[src/rtl/dcr_pkg.sv]
package dcr_pkg;
  typedef enum logic [1:0] {
    ST_IDLE = 2'd0,
    ST_BKP  = 2'd1,
    ST_DIST = 2'd2,
    ST_CMP  = 2'd3
  } dcr_state_e;

  typedef struct packed {
    logic bit_v;
    logic susc;
    logic flip;
    logic tie;
  } dcr_verdict_t;
endpackage

[src/rtl/dcr_seq.sv]
module dcr_seq
  import dcr_pkg::*;
#(
  parameter int unsigned DISTURB_N = 100000
) (
  input  logic clk_i,
  input  logic rst_ni,
  input  logic uncorr_i,
  input  logic backup_done_i,
  input  logic disturb_ack_i,
  input  logic last_acc_i,
  output logic disturb_req_o,
  output logic cmp_phase_o,
  output logic start_o
);
  localparam int unsigned DW = $clog2(DISTURB_N + 1);

  dcr_state_e    state_q, state_d;
  logic [DW-1:0] cnt_q, cnt_d;

  always_comb begin
    state_d = state_q;
    cnt_d   = cnt_q;
    start_o = 1'b0;
    unique case (state_q)
      ST_IDLE: if (uncorr_i) begin
        state_d = ST_BKP;
        start_o = 1'b1;
      end
      ST_BKP: if (backup_done_i) begin
        state_d = ST_DIST;
        cnt_d   = DW'(DISTURB_N);
      end
      ST_DIST: if (disturb_ack_i) begin
        if (cnt_q == DW'(1)) state_d = ST_CMP;
        cnt_d = cnt_q - DW'(1);
      end
      ST_CMP: if (last_acc_i) state_d = ST_IDLE;
      default: state_d = ST_IDLE;
    endcase
  end

  always_ff @(posedge clk_i or negedge rst_ni) begin
    if (!rst_ni) begin
      state_q <= ST_IDLE;
      cnt_q   <= '0;
    end else begin
      state_q <= state_d;
      cnt_q   <= cnt_d;
    end
  end

  assign disturb_req_o = (state_q == ST_DIST);
  assign cmp_phase_o   = (state_q == ST_CMP);
endmodule

[src/rtl/dcr_cell_eval.sv]
module dcr_cell_eval
  import dcr_pkg::*;
#(
  parameter int unsigned VW = 8
) (
  input  logic [VW-1:0] before_i,
  input  logic [VW-1:0] after_i,
  input  logic          raw_i,
  input  logic [VW-1:0] vref_i,
  input  logic [VW-1:0] sigma_i,
  input  logic [VW-1:0] thr_i,
  output dcr_verdict_t  verdict_o
);
  localparam int unsigned EW = VW + 1;

  logic [EW-1:0] lo_sum, hi_sum, b_ext, r_ext;
  logic [VW-1:0] shift;
  logic          susc, big;

  // window compared without subtraction so no underflow
  assign b_ext  = {1'b0, before_i};
  assign r_ext  = {1'b0, vref_i};
  assign lo_sum = b_ext + {1'b0, sigma_i};
  assign hi_sum = r_ext + {1'b0, sigma_i};
  assign susc   = (lo_sum > r_ext) && (b_ext < hi_sum);

  assign shift = (after_i > before_i) ? (after_i - before_i) : '0;
  assign big   = (shift > thr_i);

  always_comb begin
    verdict_o.susc  = susc;
    verdict_o.bit_v = susc ? big : raw_i;
    verdict_o.flip  = susc && (big != raw_i);
    verdict_o.tie   = susc && (shift == thr_i);
  end
endmodule

[src/rtl/dcr_tally.sv]
module dcr_tally
  import dcr_pkg::*;
#(
  parameter int unsigned CW = 16
) (
  input  logic         clk_i,
  input  logic         rst_ni,
  input  logic         clr_i,
  input  logic         acc_i,
  input  logic         last_i,
  input  dcr_verdict_t verdict_i,
  output logic         bit_valid_o,
  output logic         bit_o,
  output logic         done_o,
  output logic [CW-1:0] flip_cnt_o,
  output logic [CW-1:0] amb_cnt_o
);
  always_ff @(posedge clk_i or negedge rst_ni) begin
    if (!rst_ni) begin
      bit_valid_o <= 1'b0;
      bit_o       <= 1'b0;
      done_o      <= 1'b0;
      flip_cnt_o  <= '0;
      amb_cnt_o   <= '0;
    end else begin
      bit_valid_o <= acc_i;
      done_o      <= acc_i && last_i;
      if (acc_i) bit_o <= verdict_i.bit_v;
      if (clr_i) begin
        flip_cnt_o <= '0;
        amb_cnt_o  <= '0;
      end else if (acc_i) begin
        if (verdict_i.flip && flip_cnt_o != '1) flip_cnt_o <= flip_cnt_o + CW'(1);
        if (verdict_i.tie && amb_cnt_o != '1)   amb_cnt_o  <= amb_cnt_o + CW'(1);
      end
    end
  end
endmodule

[src/rtl/dcr_classifier.sv]
module dcr_classifier
  import dcr_pkg::*;
#(
  parameter int unsigned VW        = 8,
  parameter int unsigned CW        = 16,
  parameter int unsigned DISTURB_N = 100000
) (
  input  logic          clk_i,
  input  logic          rst_ni,
  input  logic          uncorr_i,
  input  logic          backup_done_i,
  output logic          disturb_req_o,
  input  logic          disturb_ack_i,
  input  logic [VW-1:0] vref_i,
  input  logic [VW-1:0] sigma_i,
  input  logic [VW-1:0] shift_thr_i,
  output logic          rec_ready_o,
  input  logic          cell_valid_i,
  input  logic [VW-1:0] cell_before_i,
  input  logic [VW-1:0] cell_after_i,
  input  logic          cell_raw_i,
  input  logic          cell_last_i,
  output logic          bit_valid_o,
  output logic          bit_o,
  output logic [CW-1:0] flip_cnt_o,
  output logic [CW-1:0] amb_cnt_o,
  output logic          done_o
);
  logic         acc, start;
  dcr_verdict_t verdict;

  assign acc = cell_valid_i && rec_ready_o;

  dcr_seq #(.DISTURB_N(DISTURB_N)) u_seq (
    .clk_i         (clk_i),
    .rst_ni        (rst_ni),
    .uncorr_i      (uncorr_i),
    .backup_done_i (backup_done_i),
    .disturb_ack_i (disturb_ack_i),
    .last_acc_i    (acc && cell_last_i),
    .disturb_req_o (disturb_req_o),
    .cmp_phase_o   (rec_ready_o),
    .start_o       (start)
  );

  dcr_cell_eval #(.VW(VW)) u_eval (
    .before_i  (cell_before_i),
    .after_i   (cell_after_i),
    .raw_i     (cell_raw_i),
    .vref_i    (vref_i),
    .sigma_i   (sigma_i),
    .thr_i     (shift_thr_i),
    .verdict_o (verdict)
  );

  dcr_tally #(.CW(CW)) u_tally (
    .clk_i       (clk_i),
    .rst_ni      (rst_ni),
    .clr_i       (start),
    .acc_i       (acc),
    .last_i      (cell_last_i),
    .verdict_i   (verdict),
    .bit_valid_o (bit_valid_o),
    .bit_o       (bit_o),
    .done_o      (done_o),
    .flip_cnt_o  (flip_cnt_o),
    .amb_cnt_o   (amb_cnt_o)
  );
endmodule

[config.mk]
export PLATFORM = sky130hd
export DESIGN_NAME = dcr_classifier
export DESIGN_NICKNAME = d
export VERILOG_FILES = /design/src/rtl/dcr_pkg.sv /design/src/rtl/dcr_seq.sv /design/src/rtl/dcr_cell_eval.sv /design/src/rtl/dcr_tally.sv /design/src/rtl/dcr_classifier.sv
export SDC_FILE = /design/constraint.sdc
export NUM_CORES = 1
export LEC_CHECK = 0
export BUFFER_PORTS_ARGS = -buffer_cell sky130_fd_sc_hd__buf_4
export CORE_MARGIN = 3
export CORE_UTILIZATION = 39
export CTS_CLUSTER_SIZE = 25
export DETAILED_ROUTE_END_ITERATION = 7
export GPL_TIMING_DRIVEN = 0
export HOLD_SLACK_MARGIN = 0.12
export PLACE_DENSITY_LB_ADDON = 0.08
export SETUP_SLACK_MARGIN = 0.4
export SLEW_MARGIN = 20
export SYNTH_ARGS = -nofsm -noshare
export SYNTH_HDL_FRONTEND = slang
export SYNTH_SLANG_ARGS = --single-unit
[constraint.sdc]
create_clock -name clk_i -period 4.97 [get_ports clk_i]
set_input_delay 0.7455 -clock clk_i [delete_from_list [all_inputs] [get_ports clk_i]]
set_output_delay 0.7455 -clock clk_i [all_outputs]
set_load 0.1 [all_outputs]
[Word-level counts from Yosys, hierarchy flattened]
Cells that the tools add are included.
Cells by class
  magnitude comparators: 4
  multiplexer cells: 19
  div/mod/pow operators: 0
  reductions and logical operators: 16
  multiply operators: 0
  bitwise operators: 0
  add/sub/neg operators: 6
  shifts and indexed selects: 0
  equality and inequality tests: 13
Operators by type and width (count)
  2-to-1 mux 16 bit: 6
  2-to-1 mux 17 bit: 2
  case mux 17 bit (2 select lines): 1
  adder 16 x 1 -> 16 bit, second input constant: 2
  inequality test 16 bit, second input constant: 2
  adder 8 x 8 -> 9 bit: 2
  == test 17 x 1 -> 1 bit, second input constant: 1
  subtractor 17 x 1 -> 17 bit, second input constant: 1
  > comparator 8 bit: 2
  2-to-1 mux 2 bit: 5
  > comparator 9 x 8 -> 1 bit: 1
  less-than comparator 8 x 9 -> 1 bit: 1
  == test 8 bit: 1
  2-to-1 mux 8 bit: 1
  case mux 2 bit (4 select lines): 1
  nonzero test 2 bit: 4
  subtractor 8 bit: 1
  logical AND 1 bit: 7
  inequality test 2 x 1 -> 1 bit, second input constant: 3
  AND reduction 5 bit: 1
  == test 2 bit, second input constant: 2
  inequality test 2 bit, second input constant: 2
  AND reduction 2 bit: 2
  2-to-1 mux 1 bit: 3
  4 further kinds: 4
Word-level totals
  ROM bits: 0
  input bits: 48
  memory bits (writable): 0
  memories: 0
  latch bits: 0
  register bits after elaboration: 54
  word-level logic and storage cells: 65
  output and inout bits: 37

[Depth between registers and ports, before layout]
Gate-level depths: netlist (run 1).
  word-level depth: 9
  mapped depth: 20
  depth with buffers taken out: 18

[Hierarchy]
A second synthesis (run 1) with hierarchy kept.
Second synthesis, totals
  cell total of the unflattened synthesis: 527
  area total of the unflattened synthesis: 4636.9 um^2
Modules (own cells, without submodules)
  dcr_tally: cells an instance 186, sequential area each 875.8 um^2, area each 1808.0 um^2, instances 1
  dcr_cell_eval: cells an instance 204, sequential area each 0.0 um^2, area each 1549.0 um^2, instances 1
  dcr_seq: cells an instance 135, sequential area each 475.5 um^2, area each 1267.5 um^2, instances 1
  dcr_classifier: cells an instance 2, sequential area each 0.0 um^2, area each 12.5 um^2, instances 1

[Least setup slack after synthesis (run 1)]
OpenSTA, ideal clock, no wires.
  kind: input-to-reg
  start point: input cell_before_i[2]
  end point: register u_tally.flip_cnt_o[12]
  setup time: 0.079 ns
  setup slack: 0.623 ns
  data arrival time: 4.268 ns
  data required time: 4.891 ns
  stages: 18
  path buffers: 1
  cell sequence: inv_1 -> ha_1 -> nor2b_1 -> o21a_1 -> o21ai_0 -> a21oi_1 -> o21a_1 -> o22ai_1 -> nor2_1 -> ha_1 -> a211o_1 -> o211ai_1 -> nor2b_1 -> a211oi_1 -> o21ai_0 -> clkbuf_1 -> or4_1 -> a21oi_1
On the way
  word-level cells in the longest chain between the ends: 8
  elaborated cells on any way between the ends: 13
  classes of those cells: add/sub (2); order compare (4); eq/ne (1); mux (1); reduce/logical (5)
RTL lines
  start: declaration: line dcr_classifier.sv:19  | input logic [VW-1:0] cell_before_i,
  subtractor 8 bit or > comparator 8 bit (tied branches): line dcr_cell_eval.sv:27  | assign shift = (after_i > before_i) ? (after_i - before_i) : '0;
  2-to-1 mux 8 bit: line dcr_cell_eval.sv:27
  > comparator 8 bit: line dcr_cell_eval.sv:28  | assign big = (shift > thr_i);
  inequality test 1 bit: line dcr_cell_eval.sv:33  | verdict_o.flip = susc && (big != raw_i);
  logical AND 1 bit (*): line dcr_cell_eval.sv:33
  logical AND 1 bit (*): line dcr_tally.sv:33  | if (verdict_i.flip && flip_cnt_o != '1) flip_cnt_o <= flip_cnt_o + CW'(1);
  nonzero test 2 bit (no source line) (*)
  AND reduction 2 bit (no source line) (*)
  end signal: assignment: line dcr_tally.sv:33
  end: declaration: line dcr_tally.sv:15  | output logic [CW-1:0] flip_cnt_o,
Mark *: on every way between the ends. The rest lies on a longest branch, timed or not.
A chain may end at the register's enable or synchronous reset.

[Final worst setup path (run 1)]
  start point: input cell_before_i[0]
  end point: register u_tally.flip_cnt_o[10]
The elaborated chain is that of the path after synthesis.

==> results of run 1 <==
## layout make-up
| cell class | instances | share of cell area, % |
|---|---|---|
| multi-input cells | 403 | 53.8 |
| flip-flops and latches | 54 | 24.5 |
| repair buffers | 84 | 11.4 |
| well taps | 140 | 3.18 |
| inverters | 39 | 2.65 |
| clock buffers | 6 | 2.52 |
| plain buffers | 12 | 1.68 |
| clock inverters | 2 | 0.227 |
## per-layer routing
| metal | global-route usage (%) | wire [um] | vias to the layer above |
|---|---|---|---|
| met1 | 25.5 | 5500 | 1883 |
| li1 | - | - | 2060 |
| met4 | 3.53 | 102 | 0 |
| met2 | 30.2 | 5260 | 66 |
| met3 | 3.58 | 497 | 11 |
| met5 | 0 | 0 | - |
## flip-flops by register name, summed over array words and instances, names as in the netlist
register             count
u_seq.cnt_q             17
u_tally.bit_o            1
u_tally.done_o           1
u_tally.flip_cnt_o      16
u_tally.bit_valid_o      1
u_seq.state_q            2
u_tally.amb_cnt_o       16
## metrics by stage
| step | worst slack [ps] | hold slack, ps | cells |
|---|---|---|---|
| 2_1_floorplan | 623 | 450 | 508 |
| 3_3_place_gp | -133 | 506 | 732 |
| 3_5_place_dp | -162 | 509 | 732 |
| 4_1_cts | 408 | 530 | 740 |
| 5_1_grt | 413 | 558 | 740 |
| 6_report | 688 | 496 | 740 |
## power by group through the flow
stage / Combinational [W] / Sequential, W / Clock [W]
after floorplan: 0.000572 / 0.000665 / 0
after global placement: 0.000872 / 0.000578 / 0
after detailed placement: 0.000888 / 0.000579 / 0
after CTS: 0.000893 / 0.000572 / 0.000374
after global routing: 0.000997 / 0.000583 / 0.000390
final: 0.000895 / 0.000572 / 0.000360
## cell usage in the layout, fill, tap and decap left out, types with 5 or more instances in the layout
cell type  instances
nand2b_1           8
nand2_1           30
o21a_1             5
and4_1             6
ha_1              56
xnor2_1           20
inv_1             38
xor2_1             9
nor3_1            15
clkbuf_16          5
a21oi_1           34
o211ai_1           7
o31ai_1           14
nor2_1            38
nor4_1             5
nand4_1           13
or4_1             19
a21o_1             6
o21ai_1            7
o21ai_0           13
buf_4             84
and3_1             6
nor2b_1           10
nand3_1           14
or3_1             11
dfrtp_1           54
## what timing repair did
action,in CTS,in global routing
resized for setup,3,18
pin swaps,0,4
endpoints found under the setup margin,17,22
cloned,0,0
## cells by family after synthesis
| logic type | after synthesis |
|---|---|
| buffers and inverters | 51 |
| DFF | 54 |
| adders and majority gates | 59 |
| xor gates and xnor gates | 29 |
| muxes | 5 |
| and+or+nand+nor | 193 |
| AOI/OAI and AO/OA | 117 |
## worst register-to-register path, stage by stage (launching register included)
cell	delay, ps
dfrtp_1	390
inv_1	100
ha_1	290
nor2b_1	170
nor3_1	480
nand3_1	230
or2_1	310
nor4_1	250
xnor2_1	160
nand2_1	70
## path summary, 6_finish.rpt
kind	to	slack [ps]	cells after the start	start
setup / recovery	u_tally.flip_cnt_o[10]$_DFFE_PN0P_	690	19	cell_before_i[0]
hold / removal	u_tally.flip_cnt_o[15]$_DFFE_PN0P_	500	1	rst_ni
setup reg to reg	u_seq.cnt_q[15]$_DFFE_PN0P_	2380	9	u_seq.state_q[0]$_DFFE_PN0P_
hold reg to reg	u_seq.cnt_q[5]$_DFFE_PN0P_	530	2	u_seq.cnt_q[5]$_DFFE_PN0P_
max in group asynchronous	u_seq.cnt_q[6]$_DFFE_PN0P_	3990	1	rst_ni
min in group clk_i	u_seq.cnt_q[5]$_DFFE_PN0P_	530	2	u_seq.cnt_q[5]$_DFFE_PN0P_
==> results.py, run 1 <==
metrics = {
    "outcome": {
        "status": "complete, no violations",
    },
    "layout": {
        "regArea_sq_mm": 0.00135,
        "multiInputGateArea_sq_mm": 0.00297,
        "n_fill_cell": 1100,
        "final_nets": 706,
        "area_growth_pct": 22.9,
        "post-route-util_pct": 50.0,
        "layout-drive-gt1-share_pct": 19.8,
        "design_area_sq_mm": 0.00551,
        "diodes": 0,
    },
    "logic_synthesis": {
        "synth_top_family_by_area": "simple AND/OR/NAND/NOR gates",
        "postSynthAreaPerCell_sq_um": 8.83,
        "yosys-top-cells-area": "dfrtp_1 (30%), ha_1 (16%), xnor2_1 (3.9%), a21oi_1 (3.8%), nor2_1 (3.3%)",
        "syn_area_sq_mm": 0.00449,
        "yosysTopAreaCell": "dfrtp_1",
        "yosys_warnings": 0,
        "synth.top_cell.area_share_pct": 30.1,
        "synth_cell_types": 58,
        "synth-simple-area-share_pct": 23.4,
        "synthArstFlopShare_pct": 100,
        "yosys-top-cells-count": "ha_1 (56), dfrtp_1 (54), nor2_1 (39)",
        "synth_nets": 615,
        "synth-seq-cells": 54,
        "syn_inst": 508,
        "ys.flop_type": "dfrtp_1",
        "synth_edf_count": 0,
        "synthAdderAreaFrac_pct": 17.0,
        "synth_compound_area_share_pct": 17.6,
        "ys_seq_area_share_pct": 30.1,
        "synthMuxAreaShare_pct": 1.14,
        "synthXorXnorAreaFrac_pct": 5.66,
        "post-synth-top-count-cell": "ha_1",
    },
    "critical_path": {
        "cp-end-kind": "register",
        "crit_family": "compound AO/OA/AOI/OAI gates",
        "path_buf_inv": 2,
        "critPathMaxStageDelay_ps": 470,
        "worstPathCellList": "buf_4, ha_1, fa_2, nor2b_2, o21a_1, o21ai_1, a21oi_1, o21a_1, o22ai_4, or2_2, ha_1, nor2b_1, o211ai_1, a21o_1, a211oi_4, o21ai_2, buf_6, or4_1, a21oi_1",
        "cpMaxStageDelayCell": "or4_1",
        "arrival_ps": 4500,
        "crit_fanout": 10,
        "cp-start-kind": "input port",
        "cp.required_ps": 5180,
        "crit_type": "in -> reg",
    },
    "die": {
        "num_rows": 38,
        "ios": 85,
        "dieWidth_um": 113,
        "start_util_pct": 40.7,
        "core_area_sq_mm": 0.0110,
        "fp.dieArea_sq_mm": 0.0128,
        "dieHeight_um": 113,
    },
    "detailed_routing": {
        "drc": 0,
        "ant_nets": 0,
        "avgViaCountPerCell": 5.43,
        "firstDrtPassIters": 4,
        "drt_wl_total_um": 11400,
        "post_drt_wl_per_cell_um": 15.3,
        "dr_total_vias": 4020,
        "drt-initial-drc-count": 133,
    },
    "hold_path": {
        "worst_hold_path_type": "in -> async",
    },
    "global_routing": {
        "grt_max_degree": 55,
        "antenna_found_initial": 0,
        "grt_pass1_wl_um": 19500,
        "overflow": 0,
        "grt_usage_pct": 18.4,
        "grt_pass1_vias": 4050,
    },
    "placed_design": {
        "place.gp.congestion": 0.895,
        "dpl.hpwl_um": 9080,
        "port_buffers": 84,
        "dpl_cell_area_sq_mm": 0.00529,
    },
    "clock_tree": {
        "clkLatencyLatePin_ps": 300,
        "cts_made_buffers": 5,
        "root_buffer": "clkbuf_16",
        "ctsLongestPathBuffers": 2,
        "htree_levels": 2,
        "cts_hold_buf": 0,
        "post_cts_buffers": 0,
        "cts_tree": "yes",
        "path_clk_slew_ps": 70,
        "cts_sinks": 54,
    },
    "timing": {
        "skew_ps": 5.76,
        "finalSetupViolCount": 0,
        "hold_viol_final": 0,
        "tightest_slew_ps": 847,
        "min_period_over_period_pct": 86.2,
        "slew_headroom_pct": 43.1,
        "rsz0062_at_grt": "no",
        "slew_violations": 0,
        "fmax_mhz": 234,
        "min_period_ps": 4280,
        "setup_tns_ps": 0,
    },
    "power": {
        "internal_power_w": 0.00103,
        "combPwrFrac_pct": 49.0,
        "p_seq_share_pct": 31.3,
        "p_clk_share_pct": 19.7,
        "switching_share_pct": 43.6,
        "finalPower_w": 0.00183,
        "power.leakage_nw": 2.54,
        "ir_worst_vdd_mv": 0.302,
        "p_per_area_mw_per_mm2": 331,
        "p_switching_w": 0.000796,
    },
    "flow_run": {
        "maxCapViolCount": 0,
    },
}
No activity file was read; power rests on OpenSTA's default activity.
==> inputs of run 2 (changes only) <==
--- a/config.mk
+++ b/config.mk
@@ -12,7 +12,7 @@
 export DETAILED_ROUTE_END_ITERATION = 7
 export GPL_TIMING_DRIVEN = 0
 export HOLD_SLACK_MARGIN = 0.12
-export PLACE_DENSITY_LB_ADDON = 0.08
+export PLACE_DENSITY = 0.71
 export SETUP_SLACK_MARGIN = 0.4
 export SLEW_MARGIN = 20
 export SYNTH_ARGS = -nofsm -noshare
==> run 2 against run 1 <==
Critical path type unchanged. Worst setup slack improved by 2.6 ps. Global-route usage fell by 0.20 points. Total power rose by 0.81%. Wire length rose by 1.9%. Sequential share of layout area barely moved.
==> results.py, run 2 (synthesis gave the netlist of run 1 again) <==
metrics = {
    "outcome": {
        "status": "complete, no violations",
    },
    "detailed_routing": {
        "avgViaCountPerCell": 5.60,
        "drc": 0,
        "wl_met1_um": 5180,
        "firstDrtPassIters": 7,
        "highest_layer": "met4",
        "dr_total_vias": 4153,
        "drt-initial-drc-count": 291,
        "ant_nets": 0,
        "wl_met3_um": 563,
        "wl_met2_um": 5650,
        "post_drt_wl_per_cell_um": 15.6,
        "drt_wl_total_um": 11600,
    },
    "global_routing": {
        "antenna_found_initial": 0,
        "grt_pass1_vias": 4194,
        "grt_max_degree": 55,
        "grt_pass1_wl_um": 19600,
        "grt_usage_pct": 18.2,
        "overflow": 0,
    },
    "critical_path": {
        "crit_family": "compound AO/OA/AOI/OAI gates",
        "worstPathCellList": "buf_4, ha_1, fa_2, nor2b_2, o21a_1, o21ai_1, a21oi_1, o21a_1, o22ai_2, or2_2, ha_1, nor2b_1, o211ai_1, a21o_1, a211oi_4, o21ai_2, buf_4, or4_1, a21oi_1",
        "cpMaxStageDelayCell": "or4_1",
        "crit_fanout": 8,
        "path_buf_inv": 2,
        "cp-end-kind": "register",
        "cp-start-kind": "input port",
        "rrSetupSlack_ps": 2280,
        "r2r-start": "u_seq.state_q[0]$_DFFE_PN0P_",
        "crit_type": "in -> reg",
        "crit_cells": 19,
        "cp.required_ps": 5190,
        "r2r_end": "u_seq.cnt_q[15]$_DFFE_PN0P_",
        "r2r_cells": 9,
        "critPathMaxStageDelay_ps": 470,
        "arrival_ps": 4500,
    },
    "placed_design": {
        "place.gp.congestion": 0.915,
        "dpl.hpwl_um": 9200,
        "dpl_cell_area_sq_mm": 0.00529,
        "dp_slack_ps": -99.7,
        "port_buffers": 84,
    },
    "timing": {
        "rsz0062_at_grt": "no",
        "skew_ps": 7.46,
        "min_period_over_period_pct": 86.1,
        "hold_viol_final": 0,
        "tightest_slew_ps": 872,
        "finalSetupViolCount": 0,
        "worst_slack_ps": 690,
        "fmax_mhz": 234,
        "slew_violations": 0,
        "min_period_ps": 4280,
        "slew_headroom_pct": 41.4,
    },
    "flow_run": {
        "maxCapViolCount": 0,
    },
    "power": {
        "power.leakage_nw": 2.55,
        "p_clk_share_pct": 19.4,
        "internal_power_w": 0.00103,
        "p_seq_share_pct": 31.1,
        "p_per_area_mw_per_mm2": 334,
        "ir_worst_vdd_mv": 0.331,
        "combPwrFrac_pct": 49.5,
        "switching_share_pct": 43.8,
        "p_switching_w": 0.000807,
    },
    "die": {
        "fp.dieArea_sq_mm": 0.0128,
        "core_area_sq_mm": 0.0110,
        "num_rows": 38,
        "dieHeight_um": 113,
        "dieWidth_um": 113,
        "ios": 85,
        "start_util_pct": 40.7,
    },
    "layout": {
        "largest_register_ffs": 17,
        "design_area_sq_mm": 0.00551,
        "reg_top3": "u_seq.cnt_q: 17 flops, u_tally.amb_cnt_o: 16 flops, u_tally.flip_cnt_o: 16 flops",
        "final_cell_mix": "buf_4 (87), ha_1 (56), dfrtp_1 (54)",
        "area_growth_pct": 22.7,
        "final_nets": 708,
        "layout-drive-gt1-share_pct": 19.8,
        "diodes": 0,
        "final_common_cell": "buf_4",
        "regMostFlops": "u_seq.cnt_q",
    },
    "clock_tree": {
        "root_buffer": "clkbuf_16",
        "htree_levels": 2,
        "ctsLongestPathBuffers": 2,
        "cts_hold_buf": 0,
        "cts_sinks": 54,
        "cts_made_buffers": 5,
        "clkLatencyLatePin_ps": 300,
        "path_clk_slew_ps": 70,
        "cts_tree": "yes",
    },
    "hold_path": {
        "worst_hold_path_type": "in -> async",
    },
}
## run 2: worst max-delay path by stage
stage / from / to
5_1_grt: cell_before_i[0] / u_tally.flip_cnt_o[9]$_DFFE_PN0P_
2_1_floorplan: cell_before_i[2] / u_tally.flip_cnt_o[12]$_DFFE_PN0P_
3_5_place_dp: cell_before_i[2] / u_tally.flip_cnt_o[4]$_DFFE_PN0P_
3_3_place_gp: cell_before_i[2] / u_tally.flip_cnt_o[6]$_DFFE_PN0P_
4_1_cts: cell_before_i[0] / u_tally.flip_cnt_o[4]$_DFFE_PN0P_
6_report: cell_before_i[0] / u_tally.flip_cnt_o[9]$_DFFE_PN0P_
## run 2: per-layer routing
layer	up-vias	GRT usage (%)
li1	2059	-
met1	1977	23.4
met2	100	31.4
met3	17	3.64
met4	0	4.65
met5	-	0
## run 2: repair_timing
item,CTS,global route
endpoints found under the setup margin,13,22
resized for setup,3,15
buffers inserted,0,2
pin swaps,0,3
## run 2: final cells by class
type / count / area (sq um)
plain buffers: 12 / 88.8
clock buffers: 7 / 143
clock inverters: 1 / 5.00
fillers: 1071 / 5520
inverters: 39 / 146
multi-input cells: 403 / 2950
flip-flops and latches: 54 / 1350
well taps: 140 / 175
repair buffers: 86 / 646
## run 2: power by group through the flow
stage	clock network, W	registers [W]	logic [W]
after floorplan	0	0.000665	0.000572
after global placement	0	0.000576	0.000860
after detailed placement	0	0.000580	0.000892
after CTS	0.000366	0.000572	0.000900
after global routing	0.000383	0.000585	0.00100
final	0.000358	0.000573	0.000911
## run 2: through the flow
stage               hold WS [ps]  total power, W  TNS, ps  util, %  instances
floorplan                    450         0.00124        0        -        508
global placement             500         0.00144    -59.8     48.0        732
global route                 545         0.00197        0     49.9        742
detailed placement           512         0.00147     -622     48.0        732
finish                       486         0.00184        0     49.9        742
CTS                          527         0.00184        0     49.5        740
## run 2: worst reg2reg max path: stages (launching register included)
cell	delay (ps)
dfrtp_1	390
inv_1	100
ha_1	310
nor2b_1	180
nor3_1	540
nand3_1	260
or2_1	320
nor4_1	230
xnor2_1	160
nand2_1	70
==> inputs of run 3 (changes only) <==
--- a/config.mk
+++ b/config.mk
@@ -5,6 +5,7 @@
 export SDC_FILE = /design/constraint.sdc
 export NUM_CORES = 1
 export LEC_CHECK = 0
+export ABC_AREA = 1
 export BUFFER_PORTS_ARGS = -buffer_cell sky130_fd_sc_hd__buf_4
 export CORE_MARGIN = 3
 export CORE_UTILIZATION = 39
@@ -12,7 +13,7 @@
 export DETAILED_ROUTE_END_ITERATION = 7
 export GPL_TIMING_DRIVEN = 0
 export HOLD_SLACK_MARGIN = 0.12
-export PLACE_DENSITY = 0.71
+export PLACE_DENSITY = 0.7
 export SETUP_SLACK_MARGIN = 0.4
 export SLEW_MARGIN = 20
 export SYNTH_ARGS = -nofsm -noshare
==> run 3 against run 2 <==
Clock power rose by 12%. Maximum frequency increased by 13%. Cell area is 7.5% higher. Count of clock-buffer cells in the layout fell by 2. Worst hold slack better by 6.6 ps. Critical path depth rose by 3. First-iteration DRC count shrank 20%. Critical endpoint is now u_tally.flip_cnt_o[8]$_DFFE_PN0P_.
==> results.py, run 3 <==
metrics = {
    "clock_tree": {
        "path_clk_slew_ps": 70,
        "post_cts_buffers": 0,
        "root_buffer": "clkbuf_16",
        "clkLatencyLatePin_ps": 290,
        "cts_sinks": 54,
        "htree_levels": 2,
        "cts_resized": 0,
        "cts_tree": "yes",
        "cts_hold_buf": 0,
        "cts_made_buffers": 5,
        "ctsLongestPathBuffers": 2,
    },
    "die": {
        "dieHeight_um": 118,
        "dieWidth_um": 118,
        "core_area_sq_mm": 0.0122,
        "ios": 85,
        "fp.dieArea_sq_mm": 0.0140,
        "num_rows": 40,
        "start_util_pct": 40.4,
    },
    "global_routing": {
        "grt_usage_pct": 17.0,
        "grt_pass1_vias": 4430,
        "grt_max_degree": 55,
        "overflow": 0,
        "antenna_found_initial": 0,
        "grt_pass1_wl_um": 20500,
    },
    "logic_synthesis": {
        "yosys-top-cells-area": "dfrtp_1 (28%), ha_1 (14%), nand2_1 (13%), inv_1 (7.9%), nand3_1 (6.4%)",
        "ys.flop_type": "dfrtp_1",
        "ys_seq_area_share_pct": 27.5,
        "synth-seq-cells": 54,
        "yosys_warnings": 0,
        "synth_edf_count": 0,
        "postSynthAreaPerCell_sq_um": 6.99,
        "synthArstFlopShare_pct": 100,
        "synthAdderAreaFrac_pct": 15.5,
        "syn_inst": 703,
        "syn_area_sq_mm": 0.00491,
        "synth-simple-area-share_pct": 33.3,
        "synthMuxAreaShare_pct": 0,
        "synthXorXnorAreaFrac_pct": 4.99,
        "post-synth-top-count-cell": "nand2_1",
        "synth_compound_area_share_pct": 9.45,
        "yosys-top-cells-count": "nand2_1 (175), inv_1 (103), nor2_1 (68)",
        "synth_top_family_by_area": "simple AND/OR/NAND/NOR gates",
        "synth_cell_types": 42,
        "yosysTopAreaCell": "dfrtp_1",
        "synth_nets": 810,
        "synth.top_cell.area_share_pct": 27.5,
    },
    "layout": {
        "layout-drive-gt1-share_pct": 14.1,
        "diodes": 0,
        "largest_register_ffs": 17,
        "regMostFlops": "u_seq.cnt_q",
        "area_growth_pct": 20.6,
        "regArea_sq_mm": 0.00135,
        "final_cell_mix": "nand2_1 (175), inv_1 (103), buf_4 (86)",
        "multiInputGateArea_sq_mm": 0.00311,
        "final_common_cell": "nand2_1",
        "final_nets": 901,
        "reg_top3": "u_seq.cnt_q: 17 flops, u_tally.amb_cnt_o: 16 flops, u_tally.flip_cnt_o: 16 flops",
        "post-route-util_pct": 48.7,
        "n_fill_cell": 1223,
        "stdcell_count": 963,
    },
    "timing": {
        "slew_headroom_pct": 54.3,
        "skew_ps": 4.86,
        "setup_tns_ps": 0,
        "finalSetupViolCount": 0,
        "fmax_mhz": 265,
        "hold_viol_final": 0,
        "min_period_ps": 3780,
        "worst_slack_ps": 1190,
        "tightest_slew_ps": 685,
        "min_period_over_period_pct": 76.0,
        "slew_violations": 0,
        "rsz0062_at_grt": "no",
    },
    "outcome": {
        "status": "complete, no violations",
    },
    "critical_path": {
        "cp-end-kind": "register",
        "crit_fanout": 10,
        "cp.required_ps": 5200,
        "crit_type": "in -> reg",
        "cp-start-kind": "input port",
        "arrival_ps": 4010,
    },
    "detailed_routing": {
        "post_drt_wl_per_cell_um": 12.0,
        "ant_nets": 0,
        "dr_total_vias": 4625,
        "drt_wl_total_um": 11600,
        "drc": 0,
        "avgViaCountPerCell": 4.80,
        "drt-initial-drc-count": 233,
        "firstDrtPassIters": 4,
    },
    "flow_run": {
        "maxCapViolCount": 0,
    },
    "placed_design": {
        "port_buffers": 84,
        "place.gp.congestion": 0.869,
        "dp_slack_ps": 905,
        "dpl.cell_count": 955,
        "dpl.hpwl_um": 9270,
    },
    "power": {
        "power.leakage_nw": 3.14,
        "ir_worst_vdd_mv": 0.330,
        "p_per_area_mw_per_mm2": 349,
    },
    "hold_path": {
        "worst_hold_path_type": "in -> async",
    },
}
## run 3: cell count changes after synthesis, sizes merged, moves of 12 or more
cell   before  now
nand2      30  181
inv        38  104
nand3      14   65
nor2       39   70
or4        19    0
o31ai      15    0
nor2b      12    0
## run 3: logic make-up after synthesis
kind of cell	count (synthesis)
AO/OA/AOI/OAI	84
XOR/XNOR	28
adder cells (fa/ha/maj)	59
buffers and inverters	115
flip-flops	54
AND/OR/NAND/NOR	363
## run 3: final timing paths
kind                                              start                           endpoint  slack (ps)  depth (start not counted)
setup / recovery                       cell_before_i[0]  u_tally.flip_cnt_o[8]$_DFFE_PN0P_        1190                         22
hold / removal                                   rst_ni   u_tally.amb_cnt_o[7]$_DFFE_PN0P_         490                          1
setup reg to reg           u_seq.state_q[0]$_DFFE_PN0P_         u_seq.cnt_q[3]$_DFFE_PN0P_        2620                         10
hold reg to reg              u_seq.cnt_q[3]$_DFFE_PN0P_         u_seq.cnt_q[3]$_DFFE_PN0P_         510                          1
max in group asynchronous                        rst_ni         u_seq.cnt_q[0]$_DFFE_PN0P_        4020                          1
min in group clk_i           u_seq.cnt_q[3]$_DFFE_PN0P_         u_seq.cnt_q[3]$_DFFE_PN0P_         510                          1
## run 3: cell type report
class / count / share of cell area [%]
Clock inverter: 3 / 0.740
Tap cell: 168 / 3.55
Buffer: 10 / 1.01
Multi-Input combinational cell: 534 / 52.5
Clock buffer: 5 / 2.11
Timing Repair Buffer: 84 / 10.7
Sequential cell: 54 / 22.8
Inverter: 105 / 6.66
## run 3: per-layer routing
| layer | GRT usage [%] | part of all wire, % |
|---|---|---|
| met1 | 24.1 | 50 |
| met5 | 0 | 0 |
| met2 | 28.2 | 46 |
| met4 | 2.56 | 0.62 |
| met3 | 2.54 | 4.1 |
## run 3: stage by stage
step / cell area [sq um] / total power (W) / hold WS (ps)
floorplan: 4910 / 0.00142 / 450
global placement: 5750 / 0.00167 / 490
detailed placement: 5750 / 0.00168 / 491
CTS: 5920 / 0.00209 / 502
global route: 5920 / 0.00224 / 551
finish: 5920 / 0.00207 / 493
## run 3: worst max-delay path, cell delays in order
cell and delay, ps:
buf_4 120, ha_1 210, fa_1 400, o21ai_0 190, a21oi_1 130, nor2_1 160
o21ai_0 90, nand2_1 80, nand2_1 50, nor3b_1 140, ha_1 280, nand2_1 60
nor2_1 150, nand4_1 230, nand3_1 160, nand2_1 60, nor2_1 160, nand3_4 160
nand2_4 150, buf_6 150, nand2_1 60, nand2_1 50
## run 3: report_power, final
| part | internal (W) | total [W] | switching (W) |
|---|---|---|---|
| registers | 0.000511 | 0.000586 | 0.0000757 |
| clock network | 0.000239 | 0.000402 | 0.000163 |
| logic | 0.000312 | 0.00108 | 0.000767 |
